[src/rtl/fbdiv_pkg.sv]
package fbdiv_pkg;
  localparam int PW = 6;

  typedef enum logic [2:0] {
    PS_1    = 3'd0,
    PS_2    = 3'd1,
    PS_3    = 3'd2,
    PS_4    = 3'd3,
    PS_8    = 3'd4,
    PS_16   = 3'd5,
    PS_32   = 3'd6,
    PS_RSVD = 3'd7
  } psel_e;

  function automatic logic [PW-1:0] ps_ratio(input psel_e code);
    case (code)
      PS_1:    ps_ratio = 6'd1;
      PS_2:    ps_ratio = 6'd2;
      PS_3:    ps_ratio = 6'd3;
      PS_4:    ps_ratio = 6'd4;
      PS_8:    ps_ratio = 6'd8;
      PS_16:   ps_ratio = 6'd16;
      PS_32:   ps_ratio = 6'd32;
      default: ps_ratio = 6'd1;
    endcase
  endfunction
endpackage

[src/rtl/fbdiv_cfg.sv]
module fbdiv_cfg
  import fbdiv_pkg::*;
#(
  parameter int A_W = 6,
  parameter int B_W = 13
) (
  input  logic           dm_i,
  input  logic [2:0]     psel_i,
  input  logic [A_W-1:0] a_i,
  input  logic [B_W-1:0] b_i,
  output logic [PW-1:0]  ratio_o,
  output logic           bypass_o,
  output logic           bad_o
);
  psel_e code;
  logic  code_bad, b_bad, a_bad;

  always_comb begin
    code     = psel_e'(psel_i);
    ratio_o  = ps_ratio(code);
    bypass_o = (b_i == B_W'(1));
    code_bad = (code == PS_RSVD) || (dm_i && ((code == PS_1) || (code == PS_3)));
    b_bad    = (b_i == '0) || (b_i == B_W'(2));
    if (bypass_o)  a_bad = (a_i != '0);
    else if (dm_i) a_bad = (32'(a_i) >= 32'(b_i));
    else           a_bad = 1'b0;
    bad_o    = code_bad || b_bad || a_bad;
  end
endmodule

[src/rtl/fbdiv_prescaler.sv]
module fbdiv_prescaler #(
  parameter int PW = 6
) (
  input  logic          clk_i,
  input  logic          rst_n,
  input  logic          clear_i,
  input  logic [PW-1:0] ratio_i,
  input  logic          plus1_i,
  output logic          tick_o
);
  logic [PW-1:0] pc_q, pc_d, mod_w;

  always_comb begin
    mod_w  = ratio_i + {{(PW-1){1'b0}}, plus1_i};
    tick_o = (pc_q >= mod_w - PW'(1));
    if (clear_i)     pc_d = '0;
    else if (tick_o) pc_d = '0;
    else             pc_d = pc_q + PW'(1);
  end

  always_ff @(posedge clk_i or negedge rst_n) begin
    if (!rst_n) pc_q <= '0;
    else        pc_q <= pc_d;
  end

  p_clear_zero_r9: assert property (@(posedge clk_i) disable iff (!rst_n)
    clear_i |=> (pc_q == '0));
  p_tick_wrap_r2: assert property (@(posedge clk_i) disable iff (!rst_n)
    tick_o && !clear_i |=> (pc_q == '0));
endmodule

[src/rtl/fbdiv_swallow.sv]
module fbdiv_swallow #(
  parameter int A_W = 6,
  parameter int B_W = 13
) (
  input  logic           clk_i,
  input  logic           rst_n,
  input  logic           clear_i,
  input  logic           tick_i,
  input  logic           dm_i,
  input  logic           bypass_i,
  input  logic [A_W-1:0] a_i,
  input  logic [B_W-1:0] b_i,
  output logic           plus1_o,
  output logic           last_o
);
  logic [B_W-1:0] bcnt_q, bcnt_d;

  always_comb begin
    plus1_o = dm_i && !bypass_i && (32'(bcnt_q) < 32'(a_i));
    last_o  = bypass_i || (bcnt_q >= b_i - B_W'(1));
    if (clear_i)                bcnt_d = '0;
    else if (tick_i && last_o)  bcnt_d = '0;
    else if (tick_i)            bcnt_d = bcnt_q + B_W'(1);
    else                        bcnt_d = bcnt_q;
  end

  always_ff @(posedge clk_i or negedge rst_n) begin
    if (!rst_n) bcnt_q <= '0;
    else        bcnt_q <= bcnt_d;
  end

  p_bcnt_idle_r2: assert property (@(posedge clk_i) disable iff (!rst_n)
    !tick_i && !clear_i |=> $stable(bcnt_q));
endmodule

[src/rtl/fbdiv_top.sv]
module fbdiv_top
  import fbdiv_pkg::*;
#(
  parameter int A_W = 6,
  parameter int B_W = 13
) (
  input  logic           clk_i,
  input  logic           rst_ni,
  input  logic           srst_i,
  input  logic           sync_req_i,
  input  logic           sync_en_i,
  input  logic           cfg_dm_i,
  input  logic [2:0]     cfg_psel_i,
  input  logic [A_W-1:0] cfg_a_i,
  input  logic [B_W-1:0] cfg_b_i,
  output logic           div_pulse_o,
  output logic           cfg_bad_o
);
  logic [1:0]    rst_sync_q;
  logic          rst_n;
  logic [PW-1:0] ratio_w;
  logic          bypass_w, clear_w, plus1_w, tick_w, last_w, pulse_d;

  always_ff @(posedge clk_i or negedge rst_ni) begin
    if (!rst_ni) rst_sync_q <= '0;
    else         rst_sync_q <= {rst_sync_q[0], 1'b1};
  end
  assign rst_n = rst_sync_q[1];

  fbdiv_cfg #(.A_W(A_W), .B_W(B_W)) u_cfg (
    .dm_i(cfg_dm_i), .psel_i(cfg_psel_i), .a_i(cfg_a_i), .b_i(cfg_b_i),
    .ratio_o(ratio_w), .bypass_o(bypass_w), .bad_o(cfg_bad_o)
  );

  assign clear_w = srst_i || (sync_en_i && sync_req_i) || cfg_bad_o;

  fbdiv_prescaler #(.PW(PW)) u_pre (
    .clk_i(clk_i), .rst_n(rst_n), .clear_i(clear_w), .ratio_i(ratio_w),
    .plus1_i(plus1_w), .tick_o(tick_w)
  );

  fbdiv_swallow #(.A_W(A_W), .B_W(B_W)) u_swl (
    .clk_i(clk_i), .rst_n(rst_n), .clear_i(clear_w), .tick_i(tick_w),
    .dm_i(cfg_dm_i), .bypass_i(bypass_w), .a_i(cfg_a_i), .b_i(cfg_b_i),
    .plus1_o(plus1_w), .last_o(last_w)
  );

  always_comb pulse_d = tick_w && last_w && !clear_w;

  always_ff @(posedge clk_i or negedge rst_n) begin
    if (!rst_n) div_pulse_o <= 1'b0;
    else        div_pulse_o <= pulse_d;
  end

  p_fd_no_plus1_r3: assert property (@(posedge clk_i) disable iff (!rst_n)
    !cfg_dm_i |-> !plus1_w);
  p_bypass_a_r7: assert property (@(posedge clk_i) disable iff (!rst_n)
    (cfg_b_i == B_W'(1)) && (cfg_a_i != '0) |-> cfg_bad_o);
  p_bad_quiet_r8: assert property (@(posedge clk_i) disable iff (!rst_n)
    cfg_bad_o |=> !div_pulse_o);
  p_srst_quiet_r9: assert property (@(posedge clk_i) disable iff (!rst_n)
    srst_i |=> !div_pulse_o);
  p_sync_quiet_r10: assert property (@(posedge clk_i) disable iff (!rst_n)
    sync_en_i && sync_req_i |=> !div_pulse_o);
  p_pulse_narrow_r12: assert property (@(posedge clk_i) disable iff (!rst_n)
    div_pulse_o && !bypass_w |=> !div_pulse_o);
endmodule

[config.mk]
export PLATFORM = sky130hd
export DESIGN_NAME = fbdiv_top
export DESIGN_NICKNAME = d
export VERILOG_FILES = /design/src/rtl/fbdiv_pkg.sv /design/src/rtl/fbdiv_cfg.sv /design/src/rtl/fbdiv_prescaler.sv /design/src/rtl/fbdiv_swallow.sv /design/src/rtl/fbdiv_top.sv
export SDC_FILE = /design/constraint.sdc
export NUM_CORES = 1
export LEC_CHECK = 0
export ABC_AREA = 1
export BUFFER_PORTS_ARGS = -buffer_cell sky130_fd_sc_hd__buf_2
export CORE_AREA = 5 5 78 80
export DETAILED_ROUTE_END_ITERATION = 12
export DIE_AREA = 0 0 83 85
export GPL_ROUTABILITY_DRIVEN = 0
export PLACE_DENSITY = 0.8
export SLEW_MARGIN = 20
export SYNTH_ARGS = -nofsm -noshare
export SYNTH_HDL_FRONTEND = slang
export SYNTH_HIERARCHICAL = 1
export SYNTH_SLANG_ARGS = --single-unit
[constraint.sdc]
create_clock -name clk_i -period 0.88 [get_ports clk_i]
set_input_delay 0.088 -clock clk_i [delete_from_list [all_inputs] [get_ports clk_i]]
set_output_delay 0.088 -clock clk_i [all_outputs]
set_load 0.03 [all_outputs]
; ---- Word-level counts from Yosys, hierarchy flattened
; Cells that the tools add are included.
[word_totals]
out_inout_bits = 2
wordCells = 50
input_bits = 28
regBits = 22
[op_classes]
n_lt_le_gt_ge = 4
n_reduce_logical = 20
add_sub_neg = 5
n_mux = 8
n_eq_ne = 9
[ops]
columns = op, count
row1 = $mux W13, 3
row2 = $pmux W6 S6, 1
row3 = $add A13 B1 Y13 const B, 1
row4 = $eq A13 B1 Y1 const B, 1
row5 = $eq A13 B2 Y1 const B, 1
row6 = $ge A13 B13 Y1, 1
row7 = $ge A6 B13 Y1, 1
row8 = $logic_not A13 Y1, 1
row9 = $lt A13 B6 Y1, 1
row10 = $sub A13 B1 Y13 const B, 1
row11 = $eq A3 B3 Y1 const B, 4
row12 = $mux W6, 2
row13 = $logic_or A1 B1 Y1, 8
row14 = $add A6 B1 Y6, 1
row15 = $add A6 B1 Y6 const B, 1
row16 = $eq A3 B2 Y1 const B, 2
row17 = $ge A6 B6 Y1, 1
row18 = $logic_and A1 B1 Y1, 6
row19 = $reduce_bool A6 Y1, 1
row20 = $sub A6 B1 Y6 const B, 1
row21 = $eq A3 B1 Y1 const B, 1
row22 = $logic_not A3 Y1, 1
row23 = $reduce_bool A3 Y1, 1
row24 = $logic_not A1 Y1, 2
row25 = $mux W1, 2

; ---- Depth between registers and ports, before layout
; Gate-level depths: netlist of run 1.
[logic_depth]
word_depth = 10
depth_mapped = 29
depth_no_buf = 29

; ---- Hierarchy
; Netlist of run 1, hierarchy kept.
[by_module_without_submodules]
columns = mod, area_each_um2, cells_each, seq_area_each_um2, n_inst
row1 = fbdiv_swallow, 1544.0, 242, 325.3, 1
row2 = fbdiv_prescaler, 545.5, 75, 150.1, 1
row3 = fbdiv_cfg, 390.4, 83, 0.0, 1
row4 = fbdiv_top, 105.1, 9, 75.1, 1

; ---- Worst setup path before layout of run 1
; No wires, ideal clock.
[synth_path]
path_type = register -> register
from = register u_swl.bcnt_q[3]
to = register u_swl.bcnt_q[10]
path_stages_with_launch = 26
path_slack_ns = -2.251
t_arrival_ns = 3.065
required_ns = 0.814
synth_period_minus_slack_ns = 3.131
cell_sequence = dfrtp_1 ha_1 nand2_1 inv_1 nand4_1 o211ai_1 a31oi_1 inv_1 ha_1 ha_1 nand3_1 xor2_1 inv_1 ha_1 nand2_1 nor2_1 nand2_1 nand2_1 inv_1 nor2_2 inv_1 o21ai_0 nand2_1 inv_1 nand2_1 nand2_1
[synth_between]
elab_chain_cells = 8
elab_cells_between_ends = 13
[synth_rtl]
columns = item, line
row1 = "start, declared", fbdiv_swallow.sv:16  ; logic [B_W-1:0] bcnt_q, bcnt_d;
row2 = "start signal, assigned", fbdiv_swallow.sv:29  ; else bcnt_q <= bcnt_d;
row3 = $lt A13 B6 Y1 *, fbdiv_swallow.sv:19  ; plus1_o = dm_i && !bypass_i && (32'(bcnt_q) < 32'(a_i));
row4 = $logic_and A1 B1 Y1 *, fbdiv_swallow.sv:19
row5 = named net plus1_w, fbdiv_top.sv:22  ; logic bypass_w, clear_w, plus1_w, tick_w, last_w, pulse_d;
row6 = $add A6 B1 Y6 *, fbdiv_prescaler.sv:14  ; mod_w = ratio_i + {{(PW-1){1'b0}}, plus1_i};
row7 = $sub A6 B1 Y6 *, fbdiv_prescaler.sv:15  ; tick_o = (pc_q >= mod_w - PW'(1));
row8 = $ge A6 B6 Y1 *, fbdiv_prescaler.sv:15
row9 = named net tick_w, fbdiv_top.sv:22
row10 = $logic_and A1 B1 Y1, fbdiv_swallow.sv:22  ; else if (tick_i && last_o) bcnt_d = '0;
row11 = $mux W13, fbdiv_swallow.sv:22
row12 = $mux W13, fbdiv_swallow.sv:21  ; if (clear_i) bcnt_d = '0;
; Mark *: on every way through the listed nets, which the timed path passes. The rest lies on a longest branch. The select of a mux whose other input is x is not followed.
; A chain may end at the register's enable or synchronous reset.

; ---- Worst setup path in the final report of run 1
[layout_path]
from = register u_swl.bcnt_q[5]
to = register u_swl.bcnt_q[10]
; Same word-level chain as after synthesis.

==> run_results.csv, run 1 <==
group,metric,value,unit
floorplanning,dieHeight,85,µm
yosys,ys_seq_elements,22,
pwr,ir_drop,0.938,mV
global_route,antenna_found_initial,0,
yosys,mappedNetlistArea,2580,µm²
hold_path,hp-class,"in2async",
placed_design,place_ws,-2440,ps
finish,stdcell_count,603,
yosys,yosysTopAreaCell,"dfrtp_1",
clock_network,numCtsBuffers,3,
critical_path,path_max_fanout,6,
finish,postLayoutCellArea,4010,µm²
critical_path,path_buf_inv,5,
clock_network,cts_tree,"built",
finish,layout_commonest_cell,"nand2_1",
sta,layout_min_cycle_time,3430,ps
sta,setup_viol,21,
floorplanning,chipWidth,83,µm
yosys,ys_types,31,
critical_path,cp_slowest_cell,"dfrtp_1",
global_route,grt_use_total,20.8,%
flow_run,drv_cap,0,
yosys,yosys_warnings,6,
yosys,yosysSeqAreaShare,21.3,%
critical_path,ff2ff_path_depth,23,
finish,n_antenna_cell,0,
critical_path,cp-start-kind,"flop",
placed_design,place_hpwl,5.60,mm
placed_design,io_buffers,29,
outcome,outcome,"finished with violations",
yosys,netlist.area_leader.share,21.3,%
critical_path,crit_chain,"ha_1 -> nor4_1 -> nand3_1 -> a31oi_1 -> inv_1 -> ha_4 -> ha_4 -> nand3_2 -> xor2_1 -> inv_1 -> ha_4 -> nand2_4 -> nor2_4 -> nand2_2 -> nand2_2 -> inv_2 -> nor2_4 -> clkinv_4 -> o21ai_2 -> nand2_1 -> inv_1 -> nand2_1 -> nand2_1",
route,drt_first_iter_violations,222,
pwr,design_power_total,3.29,mW
sta,rsz0062_at_grt,"true",
critical_path,cpLargestDelayFamily,"simple AND/OR/NAND/NOR gates",
route,vias,3100,
route,drt-pass1-iter-count,4,
critical_path,cp.required,1090,ps
route,ant_nets,0,
route,post-route-drc-count,0,
floorplanning,core_area,5340,µm²
clock_network,cts_root_buf,"clkbuf_8",
route,wl_per_cell,14.3,µm
critical_path,end_kind,"flop",
sta,timing.fmax,291,MHz
outcome,failed_checks,"setup timing",
critical_path,arrival,3640,ps
clock_network,cts-htree-levels,1,
global_route,grt_overflow,0,
floorplanning,dieArea,7060,µm²
finish,final_cell_mix,"nand2_1, buf_4, inv_1",
clock_network,cts.clk_slew.worst_paths,80,ps
placed_design,dp.cells,587,
sta,finalCritPeriodShare,390,%
global_route,grt_pass1_wl,12.4,mm
pwr,power_density,822,nW/µm²
global_route,grt_pass1_vias,2911,
sta,hold_violations,0,
finish,nNetsFinal,595,
global_route,grt_start_max_net_pins,21,
route,viasPerCell,5.14,
yosys,synth_area_leaders,"dfrtp_1, nand2_1, ha_1, inv_1, nor2_1",
sta,drv_slew,0,
sta,skew,11.2,ps
clock_network,clock-sinks,22,
floorplanning,rows,27,
yosys,synth_area_per_cell,6.32,µm²
yosys,synth.net_count,472,
sta,holdWs,129,ps
sta,setup_slack,-2550,ps
pwr,p_leak,2.12,nW
critical_path,cpPeakStageDelay,390,ps
critical_path,crit_type,"reg2reg",
floorplanning,ios,30,
yosys,synthCells,409,
placed_design,dpl_cell_area,3540,µm²
route,routed_wl,8.61,mm
critical_path,path_depth,23,
clock_network,clockBufferDepth,2,
floorplanning,start_util,48.4,%
finish,layout-drive-gt1-share,36.7,%
clock_network,insertion_delay,270,ps
finish,area_growth,54.9,%
[sequential cells by signal, summed over array words and instances (netlist names)]
name          count
div_pulse_o       1
u_swl/bcnt_q     13
u_pre/pc_q        6
rst_sync_q        2
[synth_stat cells]
| cell type | count |
|---|---|
| o21ai_0 | 6 |
| nand4_2 | 1 |
| or2_2 | 1 |
| nand2_1 | 123 |
| clkbuf_1 | 1 |
| nor2_2 | 7 |
| a21oi_2 | 1 |
| nand2_2 | 3 |
| a31oi_1 | 1 |
| inv_2 | 7 |
| dfrtp_1 | 22 |
| ha_1 | 35 |
| nor2_1 | 52 |
| buf_6 | 1 |
| nor4_1 | 2 |
| nor3b_1 | 1 |
| nand3_2 | 3 |
| nor3_1 | 6 |
| or2_0 | 1 |
| a21oi_1 | 13 |
| nand3_1 | 17 |
| o21ai_2 | 1 |
| nand4_1 | 6 |
| xnor2_1 | 6 |
| o21a_1 | 1 |
| nor4_4 | 1 |
| xor2_1 | 13 |
| conb_1 | 1 |
| o211ai_1 | 1 |
| inv_1 | 74 |
| o21ai_1 | 1 |
[worst reg2reg max path, cell delays in order, from the launching register on]
cell and delay, ps:
dfrtp_1 390, ha_1 190, nor4_1 240, nand3_1 130
a31oi_1 250, inv_1 120, ha_4 180, ha_4 160
nand3_2 70, xor2_1 160, inv_1 90, ha_4 280
nand2_4 50, nor2_4 100, nand2_2 70, nand2_2 90
inv_2 50, nor2_4 180, clkinv_4 130, o21ai_2 180
nand2_1 110, inv_1 70, nand2_1 50, nand2_1 60
[final timing paths]
check                           startpoint               end  slack (ps)
setup / recovery           u_swl/bcnt_q[5]  u_swl/bcnt_q[10]       -2550
hold reg to reg              rst_sync_q[1]   u_swl/bcnt_q[8]         200
max in group asynchronous    rst_sync_q[1]   u_swl/bcnt_q[3]         440
hold / removal                      rst_ni     rst_sync_q[0]         130
setup reg to reg           u_swl/bcnt_q[5]  u_swl/bcnt_q[10]       -2550
min in group clk_i                  srst_i       div_pulse_o         290
[cells by family after synthesis]
logic type / after synthesis / share of synthesized area (%)
XOR/XNOR: 19 / 6.44
buffers and inverters: 83 / 12.3
other: 1 / 0.145
AO/OA/AOI/OAI: 25 / 5.37
flip-flops: 22 / 21.3
AND/OR/NAND/NOR: 224 / 37.5
adder cells (fa/ha/maj): 35 / 16.9
[layout make-up]
type                    count  area (µm²)
flip-flops and latches     22         552
multi-input cells         305        2010
clock inverters             1        30.0
well taps                  72        90.1
fillers                   372        1330
inverters                  81         342
repair buffers            119         937
clock buffers               3        41.3
[report_power, final]
part	total, mW	switching (mW)	internal [mW]
Sequential	1.04	0.00843	1.03
Clock	0.935	0.327	0.608
Combinational	1.32	0.695	0.628
Total	3.29	1.03	2.26
[metal layers]
| metal | vias to the layer above | wire length [µm] | GRT usage (%) |
|---|---|---|---|
| met2 | 109 | 4680 | 40.8 |
| li1 | 1507 | - | - |
| met1 | 1447 | 3300 | 23.4 |
| met3 | 37 | 334 | 2.72 |
| met4 | 0 | 291 | 5.79 |
| met5 | - | 0 | 0 |
[timing repair]
action / CTS / global route
hold buffers: 1 / 0
pin swaps: 18 / 17
endpoints found under the hold margin: 2 / 0
setup endpoints to repair: 22 / 22
buffers inserted: 3 / 6
gates resized for setup: 37 / 38
gates cloned: 2 / 0
[metrics by stage]
step / utilization, % / setup TNS (ps)
floorplan: - / -38390
global placement: 66.4 / -41420
detailed placement: 66.4 / -45150
CTS: 71.4 / -42690
global route: 75.0 / -49240
finish: 75.0 / -46590
No activity file was read; power rests on OpenSTA's default activity.
==> run 2, diff against run 1 <==
--- a/config.mk
+++ b/config.mk
@@ -5,11 +5,10 @@
 export SDC_FILE = /design/constraint.sdc
 export NUM_CORES = 1
 export LEC_CHECK = 0
-export ABC_AREA = 1
 export BUFFER_PORTS_ARGS = -buffer_cell sky130_fd_sc_hd__buf_2
-export CORE_AREA = 5 5 78 80
+export CORE_AREA = 5 5 74 76
 export DETAILED_ROUTE_END_ITERATION = 12
-export DIE_AREA = 0 0 83 85
+export DIE_AREA = 0 0 79 81
 export GPL_ROUTABILITY_DRIVEN = 0
 export PLACE_DENSITY = 0.8
 export SLEW_MARGIN = 20
==> constraint.sdc (replaced) <==
create_clock -name clk_i -period 0.88 [get_ports clk_i]
set_input_delay 0.132 -clock clk_i [delete_from_list [all_inputs] [get_ports clk_i]]
set_output_delay 0.132 -clock clk_i [all_outputs]
set_load 0.03 [all_outputs]
==> run 2 against run 1 <==
The run still ends with setup timing left; routed wire length is 27% lower; worst hold slack improved by 55 ps; largest power group unchanged; sequential share of layout area increased by 3.1 points; sequential power about the same; count of clock-buffer cells in the layout up 1; synthesized area fell by 12%; die area fell by 9.3%; first-iteration DRC count shrank 73%; non-clock buffer count down 10; critical endpoint is now u_swl/bcnt_q[6]; fmax is 8.9% lower; clock power shrank 22%; clock skew shrank 3.4 ps.
==> run_results.csv, run 2 <==
group,metric,value,unit
critical_path,crit_end,"u_swl/bcnt_q[6]",
placed_design,io_buffers,29,
floorplanning,core_area,4660,µm²
finish,stdcell_count,426,
route,vias,2327,
placed_design,place_ws,-2980,ps
sta,layout_min_cycle_time,3770,ps
critical_path,r2r_setup_slack,-2890,ps
sta,drv_slew,0,
finish,multiInputGateArea,1700,µm²
clock_network,clockBufferDepth,2,
critical_path,crit_top_cell,"a21o_1",
pwr,ir_drop,0.487,mV
pwr,power_density,918,nW/µm²
global_route,antenna_found_initial,0,
yosys,yosysTopAreaCell,"dfrtp_1",
critical_path,r2r-start,"u_swl/bcnt_q[1]",
pwr,design_power_total,2.99,mW
yosys,ys_types,52,
finish,nFillCells,332,
route,wl_per_cell,14.8,µm
critical_path,path_buf_inv,1,
clock_network,cts-htree-levels,1,
critical_path,ff2ff_path_depth,19,
critical_path,critical_path.startpoint,"u_swl/bcnt_q[1]",
finish,layout-drive-gt1-share,38.2,%
pwr,seqPwrFrac,35.1,%
finish,largest_register_ffs,13,
yosys,mappedNetlistArea,2280,µm²
global_route,grt_use_total,21.2,%
pwr,p_sw_share,31.2,%
yosys,yosys_warnings,6,
route,ant_nets,0,
yosys,yosysMostFrequentCell,"ha_1",
yosys,synth.net_count,327,
clock_network,cts_tree,"built",
finish,n_antenna_cell,0,
critical_path,cp.required,1060,ps
yosys,synth_commonest_cells,"ha_1, nor2_1, inv_1",
yosys,synth_area_per_cell,8.65,µm²
clock_network,cts_root_buf,"clkbuf_8",
global_route,grt_pass1_wl,10.9,mm
yosys,netlist.area_leader.share,24.1,%
yosys,synth_area_leaders,"dfrtp_1, ha_1, nor2_1, xnor2_1, inv_1",
hold_path,hp-class,"in2async",
pwr,switchingPower,0.932,mW
floorplanning,start_util,49.0,%
floorplanning,dieHeight,81,µm
sta,rsz0062_at_grt,"true",
placed_design,place_hpwl,5.00,mm
route,viasPerCell,5.46,
critical_path,r2r-end,"u_swl/bcnt_q[6]",
yosys,yosys_most_used_dff,"dfrtp_1",
sta,setup_viol,22,
floorplanning,dieArea,6400,µm²
pwr,p_leak,1.69,nW
sta,hold_violations,0,
clock_network,cts.clk_slew.worst_paths,80,ps
critical_path,path_depth,19,
route,drt_first_iter_violations,61,
sta,timing.fmax,265,MHz
placed_design,dp.cells,415,
finish,largestRegisters,"u_swl/bcnt_q: 13 flops, u_pre/pc_q: 6 flops, rst_sync_q: 2 flops",
floorplanning,rows,25,
route,routed_wl,6.29,mm
route,post-route-drc-count,0,
yosys,yosysSeqAreaShare,24.1,%
finish,final_cell_mix,"buf_4, ha_1, buf_2",
critical_path,crit_chain,"ha_1 -> a21o_1 -> a21o_1 -> a21o_1 -> a21o_1 -> a21oi_2 -> inv_2 -> ha_4 -> ha_4 -> nand2_4 -> xor2_2 -> ha_1 -> nand4_1 -> o221ai_2 -> nand2b_1 -> or3b_4 -> nand2_4 -> or2b_1 -> a31oi_1",
pwr,internal_power,2.06,mW
route,drt-pass1-iter-count,5,
finish,largest-register,"u_swl/bcnt_q",
yosys,synthCells,264,
outcome,failed_checks,"setup timing",
critical_path,cpLargestDelayFamily,"simple AND/OR/NAND/NOR gates",
floorplanning,chipWidth,79,µm
yosys,synth-edff-count,0,
critical_path,cp_slowest_cell,"or3b_4",
finish,area_growth,42.6,%
sta,setup_slack,-2890,ps
yosys,ys_async_sr_fraction,100,%
critical_path,crit_type,"reg2reg",
floorplanning,ios,30,
outcome,outcome,"finished with violations",
global_route,grt_start_max_net_pins,21,
clock_network,numCtsBuffers,3,
critical_path,path_max_fanout,6,
sta,finalCritPeriodShare,428,%
critical_path,cpPeakStageDelay,440,ps
pwr,p_clk_share,24.3,%
yosys,ys_seq_elements,22,
pwr,pwr-share-comb,40.6,%
global_route,grt_overflow,0,
critical_path,cp-start-kind,"flop",
clock_network,clock-sinks,22,
flow_run,drv_cap,0,
finish,nNetsFinal,436,
finish,layout_commonest_cell,"buf_4",
critical_path,arrival,3950,ps
global_route,grt_pass1_vias,2506,
sta,skew,7.85,ps
clock_network,insertion_delay,260,ps
critical_path,end_kind,"flop",
finish,ff_latch_area,551,µm²
[run 2: changes by cell type in the layout (fill, tap and decap cells not counted), sizes merged, moves of 4 or more]
| cell | change |
|---|---|
| nand2 | -108 |
| inv | -55 |
| nor2 | -33 |
| nand3 | -11 |
| buf | -10 |
| a21o | +8 |
| a31oi | +7 |
| nand2b | +7 |
| and3 | +6 |
| xnor2 | +5 |
| a22o | +4 |
| or4 | +4 |
| xor2 | -4 |
[run 2: timing repair]
| action | CTS | global route |
|---|---|---|
| pin swaps | 15 | 7 |
| setup buffers | 15 | 2 |
| gates resized for setup | 17 | 6 |
| setup endpoints to repair | 22 | 22 |
| endpoints found under the hold margin | 2 | 0 |
| hold buffers | 1 | 0 |
[run 2: worst min path at each step]
stage	start	endpoint	slack, ps	cells past startpoint
CTS	rst_ni	rst_sync_q[0]	190	2
global route	rst_ni	rst_sync_q[0]	190	2
detailed placement	rst_ni	rst_sync_q[0]	-80	1
finish	rst_ni	rst_sync_q[1]	180	2
floorplan	rst_ni	rst_sync_q[0]	-160	0
global placement	rst_ni	rst_sync_q[0]	-80	1
[run 2: layout make-up]
class / count / share of cell area, %
Inverter: 24 / 2.77
Timing Repair Buffer: 109 / 24.3
Tap cell: 54 / 2.07
Sequential cell: 22 / 16.9
Multi-Input combinational cell: 213 / 52.3
Clock buffer: 4 / 1.69
[run 2: layer usage]
layer / global-route usage [%] / up-vias / part of all wire, %
met4: 3.78 / 0 / 1.5
li1: - / 1165 / -
met1: 23.5 / 1102 / 42
met2: 42.8 / 50 / 54
met5: 0 / - / 0
met3: 2.99 / 10 / 2.9
[run 2: power groups by stage]
stage / Sequential, mW / Clock, mW / Combinational (mW)
finish: 1.05 / 0.725 / 1.21
global placement: 1.07 / 0 / 1.06
CTS: 1.05 / 0.731 / 1.26
global route: 1.05 / 0.779 / 1.36
floorplan: 1.09 / 0 / 0.620
detailed placement: 1.07 / 0 / 1.11
[run 2: stage by stage]
stage	utilization [%]	hold slack [ps]	setup TNS [ps]	cell area [µm²]
floorplan	-	-164	-50290	2350
global placement	65.9	-82.6	-51650	3070
detailed placement	65.9	-80.8	-53830	3070
CTS	70.1	190	-54260	3270
global route	69.9	194	-56090	3260
finish	69.9	184	-52950	3260
[run 2: cells by family after synthesis]
logic type                 share of synthesized area [%]
muxes                                              0.438
xor gates and xnor gates                            7.67
and+or+nand+nor                                     23.8
AOI/OAI and AO/OA                                   18.5
DFF                                                 24.1
adders and majority gates                           19.2
buffers and inverters                               6.19
other                                              0.164
